--- src/rtl/fseq_pkg.sv ---
package fseq_pkg;

    // Operating mode of the address queue.
    typedef enum logic [1:0] {
        MODE_RUN    = 2'd0,  // normal: executing instruction may redirect
        MODE_KILL   = 2'd1,  // first cycle after an exception: executing op dropped
        MODE_RESUME = 2'd2   // first cycle after a return: second saved address next
    } seq_mode_e;

endpackage

--- src/rtl/fseq_target.sv ---
// Resolves whether the executing instruction redirects fetch and where to.
module fseq_target #(
    parameter int AW = 32
) (
    input  logic [AW-1:0] slot_addr,    // address being fetched = delay slot
    input  logic          is_jump,
    input  logic          is_branch,
    input  logic          taken,
    input  logic [AW-1:0] jump_target,
    input  logic [AW-1:0] br_offset,
    output logic          redirect,
    output logic [AW-1:0] dest
);

    logic [AW-1:0] br_dest;

    always_comb begin
        br_dest  = slot_addr + br_offset;
        redirect = is_jump | (is_branch & taken);
        dest     = is_jump ? jump_target : br_dest;
    end

endmodule

--- src/rtl/fseq_epc_bank.sv ---
// Holds the saved pair of queue addresses across an exception.
module fseq_epc_bank #(
    parameter int            AW    = 32,
    parameter logic [AW-1:0] INIT  = '0
) (
    input  logic          clk,
    input  logic          rst_n,
    input  logic          save_en,
    input  logic [AW-1:0] save_cur,
    input  logic [AW-1:0] save_fet,
    output logic [AW-1:0] epc0,
    output logic [AW-1:0] epc1
);

    typedef struct packed {
        logic [AW-1:0] first;
        logic [AW-1:0] second;
    } pair_t;

    pair_t pair_d, pair_q;

    always_comb begin
        pair_d = pair_q;
        if (save_en) begin
            pair_d.first  = save_cur;
            pair_d.second = save_fet;
        end
    end

    always_ff @(posedge clk) begin
        if (!rst_n) begin
            pair_q <= '{first: INIT, second: INIT};
        end else begin
            pair_q <= pair_d;
        end
    end

    assign epc0 = pair_q.first;
    assign epc1 = pair_q.second;

endmodule

--- src/rtl/fseq_slot_mon.sv ---
// Detects a control transfer acted on directly after another one.
module fseq_slot_mon #(
    parameter bit EN = 1'b0
) (
    input  logic clk,
    input  logic rst_n,
    input  logic ctl_live,   // a jump or branch is acted on this cycle
    output logic err
);

    logic prev_d, prev_q;

    always_comb begin
        prev_d = ctl_live;
    end

    always_ff @(posedge clk) begin
        if (!rst_n) begin
            prev_q <= 1'b0;
        end else begin
            prev_q <= prev_d;
        end
    end

    generate
        if (EN) begin : g_flag_on
            assign err = ctl_live & prev_q;
        end else begin : g_flag_off
            assign err = ctl_live & prev_q & 1'b0;
        end
    endgenerate

endmodule

--- src/rtl/fetch_seq.sv ---
module fetch_seq
    import fseq_pkg::*;
#(
    parameter int            AW           = 32,
    parameter logic [AW-1:0] RESET_VEC    = 'h100,
    parameter logic [AW-1:0] EXC_VEC      = 'h80,
    parameter int            ISTEP        = 4,
    parameter bit            SLOT_FLAG_EN = 1'b0
) (
    input  logic          clk,
    input  logic          rst_n,
    input  logic          ex_jump,
    input  logic          ex_branch,
    input  logic          ex_taken,
    input  logic [AW-1:0] ex_jump_target,
    input  logic [AW-1:0] ex_br_offset,
    input  logic          exc_req,
    input  logic          exc_ret,
    output logic [AW-1:0] fetch_addr,
    output logic          slot_ctl_err
);

    localparam logic [AW-1:0] STEP = AW'(ISTEP);

    typedef struct packed {
        logic [AW-1:0] cur;   // address of instruction in execute
        logic [AW-1:0] fet;   // address being fetched
        seq_mode_e     mode;
    } queue_t;

    queue_t        q_d, q_q;
    logic          in_run, in_resume;
    logic          live, redirect, save_en;
    logic [AW-1:0] dest, epc0, epc1, seq_next;

    assign in_run    = (q_q.mode == MODE_RUN);
    assign in_resume = (q_q.mode == MODE_RESUME);
    assign live      = in_run & ~exc_req & ~exc_ret;
    assign save_en   = exc_req & in_run;

    fseq_target #(.AW(AW)) u_target (
        .slot_addr   (q_q.fet),
        .is_jump     (ex_jump),
        .is_branch   (ex_branch),
        .taken       (ex_taken),
        .jump_target (ex_jump_target),
        .br_offset   (ex_br_offset),
        .redirect    (redirect),
        .dest        (dest)
    );

    fseq_epc_bank #(.AW(AW), .INIT(RESET_VEC)) u_epc (
        .clk      (clk),
        .rst_n    (rst_n),
        .save_en  (save_en),
        .save_cur (q_q.cur),
        .save_fet (q_q.fet),
        .epc0     (epc0),
        .epc1     (epc1)
    );

    fseq_slot_mon #(.EN(SLOT_FLAG_EN)) u_mon (
        .clk      (clk),
        .rst_n    (rst_n),
        .ctl_live (live & (ex_jump | ex_branch)),
        .err      (slot_ctl_err)
    );

    always_comb begin
        seq_next = q_q.fet + STEP;
        q_d      = q_q;
        q_d.cur  = q_q.fet;
        if (exc_req) begin
            q_d.fet  = EXC_VEC;
            q_d.mode = MODE_KILL;
        end else if (exc_ret) begin
            q_d.fet  = epc0;
            q_d.mode = MODE_RESUME;
        end else if (in_resume) begin
            q_d.fet  = epc1;
            q_d.mode = MODE_RUN;
        end else if (in_run) begin
            q_d.fet  = redirect ? dest : seq_next;
            q_d.mode = MODE_RUN;
        end else begin
            q_d.fet  = seq_next;
            q_d.mode = MODE_RUN;
        end
    end

    always_ff @(posedge clk) begin
        if (!rst_n) begin
            q_q <= '{cur: RESET_VEC, fet: RESET_VEC, mode: MODE_RUN};
        end else begin
            q_q <= q_d;
        end
    end

    assign fetch_addr = q_q.fet;

endmodule

--- config.mk ---
export PLATFORM = sky130hd
export DESIGN_NAME = fetch_seq
export DESIGN_NICKNAME = d
export VERILOG_FILES = /design/src/rtl/fseq_pkg.sv /design/src/rtl/fseq_target.sv /design/src/rtl/fseq_epc_bank.sv /design/src/rtl/fseq_slot_mon.sv /design/src/rtl/fetch_seq.sv
export SDC_FILE = /design/constraint.sdc
export NUM_CORES = 1
export LEC_CHECK = 0
export ABC_AREA = 1
export ABC_CLOCK_PERIOD_IN_PS = 6670
export BUFFER_PORTS_ARGS = -buffer_cell sky130_fd_sc_hd__buf_2
export CAP_MARGIN = 20
export CORE_ASPECT_RATIO = 1.1
export CORE_MARGIN = 3
export CORE_UTILIZATION = 53
export DETAILED_ROUTE_END_ITERATION = 8
export GPL_TIMING_DRIVEN = 0
export PLACE_DENSITY_LB_ADDON = 0.3
export RECOVER_POWER = 100
export SYNTH_ARGS = -nofsm -noshare
export SYNTH_HDL_FRONTEND = slang
export SYNTH_HIERARCHICAL = 1
export SYNTH_SLANG_ARGS = --single-unit
--- constraint.sdc ---
create_clock -name clk -period 6.67 [get_ports clk]
set_input_delay 1.0005 -clock clk [delete_from_list [all_inputs] [get_ports clk]]
set_output_delay 1.0005 -clock clk [all_outputs]
set_load 0.05 [all_outputs]
# Word-level counts from Yosys, hierarchy flattened
# Index checks and enable logic that the tools add are counted.
# totals
in_bits	71
memories	0
mem_bits_rw	0
ff_bits	130
out_inout_bits	33
rom_bits	0
latch_bits	0
elab_cells	22
# classes
reduce_logical	2
shifts	0
muxes	6
div_mod_pow	0
eq_ne	1
addsub	2
n_lt_le_gt_ge	0
multipliers	0
bitwise_logic	4
# ops
cell	count
$mux 34	3
$mux 32	2
$add 32x3->32 const B	1
$add 32x32->32	1
$mux 11	1
$and 1x1->1	2
$eq 2x2->1 const B	1
$logic_not 2->1	1
$reduce_or 2->1	1
$not 1->1	1
$or 1x1->1	1

# Depth between registers and ports, before layout
# depth
word_depth	7
depth_mapped	18
ltp_nobuf	18

# Hierarchy
# Netlist, hierarchy kept.
# by_module_without_submodules
mod	area_each_um2	seq_area_each_um2	n_inst	cells_each
fetch_seq	3945.0	1321.3	1	647
fseq_target	2746.4	0.0	1	590
fseq_epc_bank	2606.2	1281.2	1	402
fseq_slot_mon	11.3	0.0	1	2

# Worst setup path after synthesis
# No wires, ideal clock.
# synth_timing
path_type	input to register
startpoint	input port ex_br_offset[0]
endpoint	register q_q, in the netlist fetch_addr[20]
setup_time_ns	0.117
arrival_time_ns	2.657
stages	14
n_path_buf	0
path_slack_ns	3.896
t_required_ns	6.553
path_cell_list	ha_1 fa_1 nand3_1 nand3_1 nand3_1 nand3_2 nand3_1 nand3_1 nand3_1 nand2_1 o21ai_0 inv_1 a21oi_1 nor2_1
# synth_between
elab_chain_cells	6
# synth_rtl
item	line_no	text
start, declared	fetch_seq.sv:16	input logic [AW-1:0] ex_br_offset,
$add 32x32->32	fseq_target.sv:18	br_dest = slot_addr + br_offset;
$mux 32	fseq_target.sv:20	dest = is_jump ? jump_target : br_dest;
net dest[20]	fetch_seq.sv:34	logic [AW-1:0] dest, epc0, epc1, seq_next;
$mux 32	fetch_seq.sv:83	q_d.fet = redirect ? dest : seq_next;
$mux 34	fetch_seq.sv:82	end else if (in_run) begin
$mux 34	fetch_seq.sv:79	end else if (in_resume) begin
$mux 34	fetch_seq.sv:76	end else if (exc_ret) begin
end signal, assigned	fetch_seq.sv:93	q_q <= '{cur: RESET_VEC, fet: RESET_VEC, mode: MODE_RUN};
end signal, assigned	fetch_seq.sv:95	q_q <= q_d;
end, declared	fetch_seq.sv:31	queue_t q_d, q_q;
# The timed path passes the listed nets, and every way through them passes these cells.
# A chain may end at the register's enable or synchronous reset.

# Final worst setup path
# layout_timing
startpoint	input port ex_jump
endpoint	register q_q, in the netlist fetch_addr[27]
# layout_between
elab_chain_cells	5
elab_cells_between_ends	6
classes_between	5 x mux; 1 x bitwise
# layout_rtl
item	line_no	text
start, declared	fetch_seq.sv:12	input logic ex_jump,
$or 1x1->1	fseq_target.sv:19	redirect = is_jump | (is_branch & taken);
net redirect	fetch_seq.sv:33	logic live, redirect, save_en;
$mux 32	fetch_seq.sv:83	
$mux 34	fetch_seq.sv:82	
$mux 34	fetch_seq.sv:79	
$mux 34	fetch_seq.sv:76	
# The timed path passes the listed nets, and every way through them passes these cells.

==> reports/metrics.csv <==
metric,value,unit
cp-endpoint,fetch_addr[27],
intPower,0.00157,W
crit_required,7.01,ns
grt_pass1_wl,45.7,mm
max-vdd-ir-drop,0.000208,V
first_global_vias,9260,
min_period_over_period,47.4,%
p_leak,5.72,nW
setup_tns,0,ns
clock_latency,0.42,ns
grt_setup_unrepaired,false,
core_area,17100,um2
critPathLaunch,ex_jump,
io_buffers,99,
synth_area,9300,um2
rows,50,
synth_nets,1743,
initial_core_util,54.2,%
gr-usage-met1,38.1,%
met3_usage,5.03,%
hold_slack,0.450,ns
finalHoldViolations,0,
reg2reg_slack,4.02,ns
seqPwrFrac,38.0,%
post_drt_wl_per_cell,14.3,um
dr.pass1.iters,6,
use_met2,49.5,%
clkPwrFrac,41.6,%
rr_startpoint,fetch_addr[6],
drtAntennaViolNets,0,
reg2regPathDepth,15,
hold_path.startpoint,u_epc/epc0[12],
endpoint_kind,flop,
nets,1861,
worstMarginPinSlew,0.717,ns
syn2layout_area_growth,14.0,%
finalPower,0.00229,W
p_sw,0.000716,W
final_max_slew_viol_count,0,
grt_overflow,0,
die_h,145,um
antenna_found_initial,0,
layoutNonFillerInstCount,2004,
setup_violations,0,
holdBufCountCts,0,
r2r-end,fetch_addr[17],
crit_fanout,10,
startpoint_type,input pin,
drive_gt1_share,10.3,%
diodes,0,
vias_per_cell,5.01,
whs_path_depth,2,
clock.fmax,316,MHz
clkTransAtPathRegs,0.06,ns
tritoncts,built,
cp.arrival,3.50,ns
syn_avg_cell_area,5.67,um2
switching_share,31.3,%
h-tree-depth,4,
grt_max_degree,17,
synth_cells,1639,
drc_errors,0,
place_ws,3.38,ns
die_width,132,um
groute.usage.overall,29.6,%
p_comb_share,20.4,%
timing.clock.skew,0.00877,ns
ios,104,
post_cts_buffers,0,
ctsResizeCount,0,
cts_buffers,17,
drt_iter0_markers,1008,
cts.path.max_buffers,2,
totalWireLength,28.7,mm
gp_congestion,0.977,
fin_ws,3.51,ns
dp_hpwl,22.5,mm
power_density,216,nW/um2
period_needed,3.16,ns
busiest_layer,met2,
via_count,10036,
slew_headroom,52.2,%
clock-sinks,130,
dp.cells,1972,
status,completed,
yosysWarnings,6,
die_area,19200,um2
timing.max_cap.violations,0,
min_path_type,reg2reg,
root_buffer,clkbuf_16,
crit_type,in2reg,
state kept, by name (all words and copies together) (netlist names), named ones only:
name / cells
q_q: 34
u_epc/epc1: 32
fetch_addr: 30
u_epc/epc0: 32
worst max-delay path, cell delays in order:
cell and delay [ns]:
clkbuf_1 0.17, inv_1 0.17, clkbuf_1 0.57, nand2_1 0.17
nand3_1 0.14, clkbuf_1 0.33, clkbuf_1 0.47, o21ai_0 0.14
inv_1 0.08, nand2_1 0.07, a21oi_1 0.17
final cells by class:
cell class,count,area [um2]
tap,234,293
multi-input combinational,1152,5160
sequential,130,2600
inverter,274,1030
fill,1767,6540
clock buffer,17,425
clock inverter,15,181
buffer,83,460
timing repair buffer,99,454
worst min-delay path by stage:
stage / end / slack [ns]
after floorplan: u_epc/epc0[8] / 0.42
after global placement: u_epc/epc0[8] / 0.43
after detailed placement: u_epc/epc0[8] / 0.43
after CTS: u_epc/epc0[8] / 0.45
after global routing: fetch_addr[9] / 0.47
final: fetch_addr[12] / 0.45
placed cells by master, fill, tap and decap left out, types with 5 or more instances in the layout:
master     instances
buf_4             33
o21ai_1            7
o21ai_0           49
buf_2             85
nand3b_1           6
xor2_1             5
clkbuf_16         17
nand2_1          631
nand3_1           85
dfxtp_1          130
xnor2_1           15
nand2_2            9
a31oi_1            7
ha_1              32
clkbuf_1          61
o21bai_1           8
a21oi_1           43
inv_1            269
nor2_1           222
nor2_2             9
per-stage QoR:
step | utilization (%) | cell area [um2]
after floorplan | - | 9300
after global placement | 58.8 | 10100
after detailed placement | 58.8 | 10100
after CTS | 62.4 | 10700
after global routing | 61.8 | 10600
final | 61.8 | 10600
power by group through the flow:
| stage | combinational [W] | sequential (W) | clock [W] |
|---|---|---|---|
| CTS | 0.000468 | 0.000867 | 0.000961 |
| global route | 0.000525 | 0.000872 | 0.000996 |
| detailed placement | 0.000464 | 0.000883 | 0 |
| finish | 0.000468 | 0.000868 | 0.000951 |
| floorplan | 0.000344 | 0.000863 | 0 |
| global placement | 0.000456 | 0.000882 | 0 |
per-layer routing:
layer	wire length (um)	up-vias	share of wire (%)
li1	-	5119	-
met1	12400	4482	43
met2	13200	369	46
met3	2080	66	7.2
met4	1030	0	3.6
met5	0	-	0
(Power assumes the default switching activity.)
